<file path="config.mk">
export PLATFORM = sky130hd
export DESIGN_NAME = rst_seq_top
export DESIGN_NICKNAME = d
export VERILOG_FILES = /design/src/rtl/rst_seq_pkg.sv /design/src/rtl/rst_seq_sync.sv /design/src/rtl/rst_seq_timer.sv /design/src/rtl/rst_seq_boot_cap.sv /design/src/rtl/rst_seq_fsm.sv /design/src/rtl/rst_seq_top.sv
export SDC_FILE = /design/constraint.sdc
export NUM_CORES = 1
export LEC_CHECK = 0
export ABC_AREA = 1
export BUFFER_PORTS_ARGS = -buffer_cell sky130_fd_sc_hd__buf_2
export CORE_MARGIN = 8
export CORE_UTILIZATION = 29
export DETAILED_ROUTE_END_ITERATION = 8
export PLACE_DENSITY = 0.48
export SETUP_SLACK_MARGIN = 0.02
export SYNTH_ARGS = -nofsm -noshare
export SYNTH_HDL_FRONTEND = slang
export SYNTH_SLANG_ARGS = --single-unit
</file>
<file path="constraint.sdc">
create_clock -name clk_i -period 1.4 [get_ports clk_i]
set_input_delay 0.07 -clock clk_i [delete_from_list [all_inputs] [get_ports clk_i]]
set_output_delay 0.07 -clock clk_i [all_outputs]
set_load 0.005 [all_outputs]
</file>
<file path="src/rtl/rst_seq_pkg.sv">
package rst_seq_pkg;
  typedef enum logic [2:0] {
    ST_COLD_HOLD,
    ST_COLD_WAIT,
    ST_COLD_IGN,
    ST_RUN,
    ST_WARM_HOLD,
    ST_WARM_IGN
  } seq_state_e;
endpackage

</file>
<file path="src/rtl/rst_seq_sync.sv">
module rst_seq_sync #(
  parameter int STAGES = 2
) (
  input  logic clk_i,
  input  logic rst_ni,
  input  logic d_i,
  output logic q_o
);
  logic [STAGES-1:0] sh_q;

  always_ff @(posedge clk_i or negedge rst_ni) begin
    if (!rst_ni) sh_q <= '1;
    else         sh_q <= {sh_q[STAGES-2:0], d_i};
  end

  assign q_o = sh_q[STAGES-1];
endmodule

</file>
<file path="src/rtl/rst_seq_timer.sv">
module rst_seq_timer #(
  parameter int LONG_CYC  = 4096,
  parameter int SHORT_CYC = 64
) (
  input  logic clk_i,
  input  logic rst_ni,
  input  logic start_i,
  input  logic fast_i,
  output logic done_o
);
  localparam int CW = $clog2(LONG_CYC);
  localparam logic [CW-1:0] LONG_LD  = CW'(LONG_CYC - 1);
  localparam logic [CW-1:0] SHORT_LD = CW'(SHORT_CYC - 1);

  logic [CW-1:0] cnt_q;

  // loaded on phase entry, so a phase lasts exactly the load value + 1 cycles
  always_ff @(posedge clk_i or negedge rst_ni) begin
    if (!rst_ni)             cnt_q <= '0;
    else if (start_i)        cnt_q <= fast_i ? SHORT_LD : LONG_LD;
    else if (cnt_q != '0)    cnt_q <= cnt_q - 1'b1;
  end

  assign done_o = (cnt_q == '0);

  assert_no_early_done_R4: assert property (@(posedge clk_i) disable iff (!rst_ni)
    start_i |=> !done_o);
endmodule

</file>
<file path="src/rtl/rst_seq_boot_cap.sv">
module rst_seq_boot_cap #(
  parameter int W = 16
) (
  input  logic         clk_i,
  input  logic         rst_ni,
  input  logic         cap_en_i,
  input  logic [W-1:0] data_i,
  output logic [W-1:0] word_o
);
  always_ff @(posedge clk_i or negedge rst_ni) begin
    if (!rst_ni)       word_o <= '0;
    else if (cap_en_i) word_o <= data_i;
  end

  assert_capture_R2: assert property (@(posedge clk_i) disable iff (!rst_ni)
    cap_en_i |=> word_o == $past(data_i));
  assert_word_hold_R11: assert property (@(posedge clk_i) disable iff (!rst_ni)
    !cap_en_i |=> $stable(word_o));
endmodule

</file>
<file path="src/rtl/rst_seq_fsm.sv">
module rst_seq_fsm
  import rst_seq_pkg::*;
(
  input  logic clk_i,
  input  logic rst_ni,
  input  logic cold_ni,
  input  logic pin_lvl_i,
  input  logic sw_req_i,
  input  logic tmo_req_i,
  input  logic done_i,
  output logic start_o,
  output logic cap_en_o,
  output logic rst_drive_o,
  output logic bus_oe_o,
  output logic boot_oe_no,
  output logic bus_dir_o,
  output logic mem_strobe_en_o,
  output logic hard_exc_o,
  output logic soft_exc_o
);
  seq_state_e state_q, state_d;
  logic warm_req;

  assign warm_req = !pin_lvl_i || sw_req_i || tmo_req_i;

  always_comb begin
    state_d    = state_q;
    start_o    = 1'b0;
    hard_exc_o = 1'b0;
    soft_exc_o = 1'b0;
    if (!cold_ni) begin
      state_d = ST_COLD_HOLD;
    end else begin
      unique case (state_q)
        ST_COLD_HOLD: begin
          state_d = ST_COLD_WAIT;
          start_o = 1'b1;
        end
        ST_COLD_WAIT: if (done_i) begin
          state_d    = ST_COLD_IGN;
          start_o    = 1'b1;
          hard_exc_o = 1'b1;
        end
        ST_COLD_IGN: if (done_i) state_d = ST_RUN;
        ST_RUN: if (warm_req) begin
          state_d = ST_WARM_HOLD;
          start_o = 1'b1;
        end
        ST_WARM_HOLD: if (done_i) begin
          state_d = ST_WARM_IGN;
          start_o = 1'b1;
        end
        ST_WARM_IGN: if (done_i) begin
          state_d    = ST_RUN;
          soft_exc_o = 1'b1;
        end
        default: state_d = ST_COLD_HOLD;
      endcase
    end
  end

  always_ff @(posedge clk_i or negedge rst_ni) begin
    if (!rst_ni) state_q <= ST_COLD_HOLD;
    else         state_q <= state_d;
  end

  always_comb begin
    rst_drive_o = (state_q == ST_COLD_HOLD) || (state_q == ST_COLD_WAIT) ||
                  (state_q == ST_WARM_HOLD);
    bus_oe_o    = (state_q != ST_COLD_HOLD) && (state_q != ST_WARM_HOLD);
    boot_oe_no  = (state_q != ST_COLD_HOLD);
    bus_dir_o   = (state_q != ST_COLD_HOLD);
    mem_strobe_en_o = !rst_drive_o;
  end

  assign cap_en_o = (state_q == ST_COLD_HOLD) && !cold_ni;

  assert_cold_prio_R10: assert property (@(posedge clk_i) disable iff (!rst_ni)
    !cold_ni |=> state_q == ST_COLD_HOLD);
  assert_warm_start_R6: assert property (@(posedge clk_i) disable iff (!rst_ni)
    (state_q == ST_RUN && cold_ni && (sw_req_i || tmo_req_i)) |=> state_q == ST_WARM_HOLD);
  assert_busy_ignore_R12: assert property (@(posedge clk_i) disable iff (!rst_ni)
    (state_q == ST_WARM_HOLD && cold_ni && !done_i) |=> state_q == ST_WARM_HOLD);
  assert_exc_excl_R9: assert property (@(posedge clk_i) disable iff (!rst_ni)
    !(hard_exc_o && soft_exc_o));
  assert_soft_to_run_R8: assert property (@(posedge clk_i) disable iff (!rst_ni)
    soft_exc_o |=> state_q == ST_RUN && !rst_drive_o);
  assert_line_drop_R4: assert property (@(posedge clk_i) disable iff (!rst_ni)
    hard_exc_o |=> !rst_drive_o && bus_oe_o);
endmodule

</file>
<file path="src/rtl/rst_seq_top.sv">
module rst_seq_top #(
  parameter int BOOT_W    = 16,
  parameter int FAST_BIT  = 0,
  parameter int LONG_CYC  = 4096,
  parameter int SHORT_CYC = 64,
  parameter int SYNC_STG  = 2
) (
  input  logic              clk_i,
  input  logic              rst_ni,
  input  logic              cold_rst_ni,
  input  logic              rst_pin_i,
  input  logic              sw_rst_req_i,
  input  logic              bus_tmo_i,
  input  logic [BOOT_W-1:0] bus_data_i,
  output logic              rst_drive_o,
  output logic              bus_oe_o,
  output logic              boot_oe_no,
  output logic              bus_dir_o,
  output logic              mem_strobe_en_o,
  output logic [BOOT_W-1:0] boot_cfg_o,
  output logic              hard_exc_o,
  output logic              soft_exc_o
);
  logic pin_s, start, done, cap_en;

  rst_seq_sync #(.STAGES(SYNC_STG)) u_sync (
    .clk_i(clk_i), .rst_ni(rst_ni), .d_i(rst_pin_i), .q_o(pin_s)
  );

  rst_seq_boot_cap #(.W(BOOT_W)) u_cap (
    .clk_i(clk_i), .rst_ni(rst_ni), .cap_en_i(cap_en),
    .data_i(bus_data_i), .word_o(boot_cfg_o)
  );

  rst_seq_timer #(.LONG_CYC(LONG_CYC), .SHORT_CYC(SHORT_CYC)) u_tmr (
    .clk_i(clk_i), .rst_ni(rst_ni), .start_i(start),
    .fast_i(boot_cfg_o[FAST_BIT]), .done_o(done)
  );

  rst_seq_fsm u_fsm (
    .clk_i(clk_i), .rst_ni(rst_ni), .cold_ni(cold_rst_ni),
    .pin_lvl_i(pin_s), .sw_req_i(sw_rst_req_i), .tmo_req_i(bus_tmo_i),
    .done_i(done), .start_o(start), .cap_en_o(cap_en),
    .rst_drive_o(rst_drive_o), .bus_oe_o(bus_oe_o), .boot_oe_no(boot_oe_no),
    .bus_dir_o(bus_dir_o), .mem_strobe_en_o(mem_strobe_en_o),
    .hard_exc_o(hard_exc_o), .soft_exc_o(soft_exc_o)
  );
endmodule

</file>
### After elaboration in Yosys (flattened, before gate mapping)

Cells that the tools add are included.

| word-level totals | value |
|---|---|
| register bits | 33 |
| output and inout port bits | 23 |
| logic and storage cells | 49 |

| operators by class | value |
|---|---|
| add/sub/neg operators | 1 |
| eq/ne operators | 10 |
| muxes and demuxes | 17 |
| reductions and logical operators | 17 |

Operator list:

| kind | number |
|---|---|
| 12-bit two-way mux | 3 |
| 3-bit two-way mux | 5 |
| 3-bit case mux with 5 select lines | 1 |
| 12-bit zero test | 1 |
| 12-bit nonzero test | 1 |
| 12-bit by 1-bit subtractor with 12-bit output, second input constant | 1 |
| 3-bit inequality test, second input constant | 3 |
| 1-bit two-way mux | 7 |
| 3-bit by 2-bit == test with 1-bit output, second input constant | 2 |
| 3-bit == test, second input constant | 2 |
| 3-bit by 2-bit inequality test with 1-bit output, second input constant | 2 |
| 1-bit logical OR | 4 |
| 4-bit AND reduction | 1 |
| 2-bit OR reduction | 2 |
| 3-bit by 1-bit == test with 1-bit output, second input constant | 1 |
| 1-bit zero test | 3 |
| 3-bit zero test | 1 |
| 1-bit case mux with 3 select lines | 1 |
| 3-bit nonzero test | 1 |
| 1-bit logical AND | 2 |
| 2-bit nonzero test | 1 |

### Longest topological paths before layout

| logic depth | value |
|---|---|
| depth after elaboration | 7 |
| gate-level depth with buffers | 10 |
| depth with buffers taken out | 10 |

### Modules after synthesis

Synthesis repeated with hierarchy kept, for this count alone.

| second synthesis, totals | value |
|---|---|
| cells, all modules | 238 |
| area total of the unflattened synthesis | 1891.8 um2 |

By module, submodules not included:

| module | instances | cells each | area each (um2) | sequential area each (um2) |
|---|---|---|---|---|
| rst_seq_timer | 1 | 112 | 825.8 | 300.3 |
| rst_seq_boot_cap | 1 | 68 | 644.4 | 400.4 |
| rst_seq_fsm | 1 | 56 | 369.1 | 75.1 |
| rst_seq_sync | 1 | 2 | 52.6 | 52.6 |

### Least setup slack after synthesis

No wires, ideal clock.

| timing | value |
|---|---|
| path type | register to register |
| start point | register u_tmr.cnt_q[0] |
| end point | register u_fsm.state_q[1] |
| arrival time | 1.334 ns |
| required time | 1.280 ns |
| path slack | -0.054 ns |
| stages on the path, launching flop included | 10 |
| path buffers | 0 |
| clock period less this slack | 1.454 ns |
| cell sequence | dfrtp_1 -> inv_1 -> ha_1 -> nand2_1 -> nor2_1 -> nand2_1 -> nand2_1 -> nand2_1 -> o21ai_0 -> nor2_1 |

| between the ends | value |
|---|---|
| cells in the longest elaborated chain, start to end | 3 |
| elaborated cells on any way between the ends | 5 |
| those cells by class | eq/ne: 3; reduce/logical: 2 |

Ends and longest elaborated chain:

| element | line | text |
|---|---|---|
| from (decl) | rst_seq_timer.sv:15 | `logic [CW-1:0] cnt_q;` |
| from (signal assigned) | rst_seq_timer.sv:20 | `else if (start_i) cnt_q <= fast_i ? SHORT_LD : LONG_LD;` |
| from (signal assigned) | rst_seq_timer.sv:21 | `else if (cnt_q != '0) cnt_q <= cnt_q - 1'b1;` |
| 12-bit zero test (*) | rst_seq_timer.sv:24 | `assign done_o = (cnt_q == '0);` |
| 3-bit inequality test (no source line) / 3-bit by 2-bit inequality test with 1-bit output (equally long branches) | -- |  |
| 4-bit AND reduction (no source line) (*) | -- |  |
| to (signal assigned) | rst_seq_fsm.sv:64 | `else state_q <= state_d;` |
| to (decl) | rst_seq_fsm.sv:21 | `seq_state_e state_q, state_d;` |

Mark *: on every way between the ends. The rest lies on a longest branch, timed or not.
A chain may end at the register's enable or synchronous reset.

### Final worst setup path

| timing | value |
|---|---|
| start point | register u_tmr.cnt_q[0] |
| end point | register u_tmr.cnt_q[4] |

| between the ends | value |
|---|---|
| cells in the longest elaborated chain, start to end | 5 |
| elaborated cells on any way between the ends | 9 |
| those cells by class | add/sub: 1; mux: 5; reduce/logical: 3 |

Ends and longest elaborated chain:

| element |
|---|
| parallel branches: the longest is 5 deep, another holds 12-bit by 1-bit subtractor with 12-bit output |

Parallel ways; which one is timed is not known. The select of a mux whose other input is x is not followed.

==> run_results.csv <==
group,metric,value,unit
route,drc,0,
route,final_antenna_net_count,0,
power,p_switching,0.002096,W
logic_synthesis,syn_nets,249,
sta,report.final.slew_viol_count,0,
place,io_buffer_count,44,
logic_synthesis,synthFlopType,"dfrtp_1",
critical_path,max_stage_delay,0.39,ns
sta,rsz0062_at_grt,"true",
die,design.core.area,6205,sq um
critical_path,slowest_stage,"dfrtp_1",
critical_path,start_kind,"flop",
critical_path,crit_type,"reg2reg",
sta,clock.fmax,567.1,MHz
clock_tree,clock_path_buffers,2,
logic_synthesis,ys_top_cells_by_count,"57 x nand2_1, 35 x inv_1, 31 x dfrtp_1",
min_path,worstHoldStart,"bus_data_i[8]",
logic_synthesis,synthesis.area_per_instance,8.086,sq um
finish,diodes,0,
sta,period_minus_slack,1.763,ns
status,violations,"negative setup slack",
logic_synthesis,syn_area,1819,sq um
global_routing,grt_pass1_wl,7424,microns
place,dpl.hpwl,3195,microns
global_routing,antenna_found_initial,0,
logic_synthesis,synth.yosys.seq_area_share,45.53,%
logic_synthesis,yosysWarnings,0,
critical_path,critPathArrivalTime,1.96,ns
die,floorplan.initialDensity,29.32,%
logic_synthesis,syn_inst,225,
logic_synthesis,synth_cell_types,27,
sta,holdWs,0.02154,ns
critical_path,path_buf_inv,6,
die,chipWidth,95.21,microns
min_path,holdPathStages,3,
power,power_per_cell_area,2025,nW/um^2
clock_tree,htreeDepth,2,
critical_path,cpMostUsedCell,"buf_6",
finish,fin_cells,391,
status,status,"finished, violations left",
route,avgRoutedWirePerCell,11.56,microns
critical_path,crit_required,1.60,ns
sta,fin_skew,0.004553,ns
route,routed-via-count,1677,
min_path,hold_path_class,"in2reg",
sta,setup_viol,20,
global_routing,grt_max_degree,34,
logic_synthesis,synthArstFlopShare,100.0,%
clock_tree,cts_root_buf,"clkbuf_8",
sta,hold_violations,0,
clock_tree,clk_latency,0.28,ns
critical_path,worstSetupPathDepth,13,
die,num_io_pins,45,
place,post-place-cells,368,
power,seqPwrFrac,29.3,%
critical_path,ff2ff_setup_slack,-0.36,ns
logic_synthesis,yosysTopAreaCellShare,42.64,%
sta,max_slew_margin,71.01,%
logic_synthesis,yosysTopAreaCell,"dfrtp_1",
global_routing,grt_pass1_vias,1706,
route,wl,4521,microns
place,place_congestion,0.8226,
global_routing,grt_usage,10.17,%
critical_path,path_max_fanout,7,
logic_synthesis,synth_edf_count,0,
critical_path,crit_family,"buffers and inverters",
die,rows,29,
job,max_cap_viol_count,0,
power,swShare,38.14,%
power,clockPowerShare,16.8,%
route,drt_iter0_markers,53,
critical_path,reg2reg_from,"u_tmr.cnt_q[0]$_DFFE_PN0P_",
power,leakagePower,1.415,nW
power,worst_ir_drop_vdd,931.5,uV
critical_path,r2r-end,"u_tmr.cnt_q[4]$_DFFE_PN0P_",
logic_synthesis,ys_top_cells_by_area,"dfrtp_1 43%, nand2_1 12%, inv_1 7.2%",
logic_synthesis,yosysMostFrequentCell,"nand2_1",
critical_path,worstPathCellList,"inv_2 > ha_4 > buf_6 > buf_6 > buf_6 > buf_6 > nand2_4 > nor2_4 > nand3_2 > nand2_4 > nand2_8 > buf_12 > o211ai_1",
sta,period_share,126.0,%
clock_tree,cts_sinks,33,
logic_synthesis,postSynthRegisterBits,33,
die,die_y,95.21,microns
sta,fin_ws,-0.3634,ns
critical_path,worstSetupEndpointType,"flop",
sta,worstMarginPinSlew,0.4348,ns
clock_tree,clkTransAtPathRegs,0.07,ns
power,p_comb_share,53.9,%
finish,area_growth,49.17,%
finish,final_nets,337,
power,internal-power,0.003400,W
clock_tree,cts_tree,"done",
finish,drive_gt1_share,50.00,%
global_routing,grt_overflow,0,
critical_path,r2r_cells,13,
clock_tree,numCtsBuffers,5,
min_path,worstHoldEndpoint,"u_cap.word_o[8]$_DFFE_PN0P_",
route,via_per_inst,4.289,
route,first_pass_iters,4,
die,dieArea,9064,sq um
repair_timing:
item / in CTS / in global routing
setup endpoints to repair: 33 / 33
hold endpoints to repair: 32 / 0
hold buffers: 2 / 0
resized for setup: 7 / 39
setup buffers: 8 / 5
pin swaps: 5 / 14
cloned: 0 / 0
power by group through the flow:
| stage | Sequential [W] | Combinational [W] | Clock, W |
|---|---|---|---|
| 2_1_floorplan | 0.00162 | 0.00148 | 0 |
| 3_3_place_gp | 0.00160 | 0.00239 | 0 |
| 3_5_place_dp | 0.00161 | 0.00236 | 0 |
| 4_1_cts | 0.00159 | 0.00257 | 0.000958 |
| 5_1_grt | 0.00166 | 0.00328 | 0.000993 |
| 6_report | 0.00161 | 0.00296 | 0.000922 |
routing by layer:
metal,up-vias,wire length [microns],global-route usage (%)
li1,875,-,-
met1,755,2085,12.61
met2,39,2124,16.00
met3,8,244,4.094
met4,0,67,2.731
met5,-,0,0
placed cells by master (no fill, tap or decap), types with 2 or more instances in the layout:
cell,Yosys,final
inv_1,35,32
a21oi_1,10,8
nor2_1,19,17
buf_4,3,37
nor3_1,4,3
xor2_1,4,4
nor2_2,1,2
nor2_4,1,2
dlygate4sd3_1,0,2
a21oi_2,2,3
nand2_2,2,15
clkbuf_8,0,6
o21ai_2,15,17
buf_2,1,44
nand3_2,0,3
inv_2,3,6
buf_12,1,2
nand3_1,13,9
dfstp_2,2,2
nand4_1,4,4
nand2_1,57,39
nand2_4,1,5
dfrtp_1,31,30
o21ai_1,0,3
buf_6,4,5
per-stage QoR:
| stage | utilization [%] | cell area, sq um | total power (W) | TNS [ns] | worst slack, ns |
|---|---|---|---|---|---|
| global placement | 37.41 | 2321 | 0.003996 | -1.649 | -0.1416 |
| floorplan | - | 1843 | 0.003095 | 0 | 0.009327 |
| finish | 43.74 | 2714 | 0.005495 | -5.406 | -0.3634 |
| global route | 43.74 | 2714 | 0.005938 | -7.600 | -0.4429 |
| detailed placement | 37.41 | 2321 | 0.003973 | -1.519 | -0.1143 |
| CTS | 40.83 | 2534 | 0.005120 | -3.607 | -0.3125 |
worst max-delay path by stage:
stage                                  from  slack [ns]                            to
6_report         u_tmr.cnt_q[0]$_DFFE_PN0P_       -0.36    u_tmr.cnt_q[4]$_DFFE_PN0P_
2_1_floorplan  u_fsm.state_q[0]$_DFFE_PN0P_       0.009  u_cap.word_o[10]$_DFFE_PN0P_
3_5_place_dp     u_tmr.cnt_q[5]$_DFFE_PN0P_       -0.11   u_tmr.cnt_q[10]$_DFFE_PN0P_
5_1_grt          u_tmr.cnt_q[0]$_DFFE_PN0P_       -0.44    u_tmr.cnt_q[4]$_DFFE_PN0P_
4_1_cts          u_tmr.cnt_q[0]$_DFFE_PN0P_       -0.31                    soft_exc_o
3_3_place_gp     u_tmr.cnt_q[5]$_DFFE_PN0P_       -0.14   u_tmr.cnt_q[11]$_DFFE_PN0P_
tightest hold or removal path, stage by stage:
cell and delay (ns):
buf_2 0.09, inv_1 0.05, o21ai_2 0.05
kinds of logic (layout without fill, tap and decap cells):
logic type      after synthesis  after routing  synth area share, %
compound gates               34             34                13.00
xor+xnor                      5              5                2.407
fa+ha+maj                     2              2                1.375
buf+inv                      47            136                12.93
flops                        33             33                45.53
simple gates                104            104                24.76
final cells by class:
cell class	count	area [sq um]
fillers	605	3491
clock buffers	7	86.33
flip-flops and latches	33	829.5
clock inverters	1	30.03
well taps	77	96.34
multi-input cells	145	914.6
repair buffers	90	614.3
inverters	38	142.6
sequential cells by signal, summed over array words and instances (netlist names):
name / count
u_cap.word_o: 16
u_fsm.state_q: 3
u_sync.sh_q: 2
u_tmr.cnt_q: 12
Power figures use the tool's default switching activity.
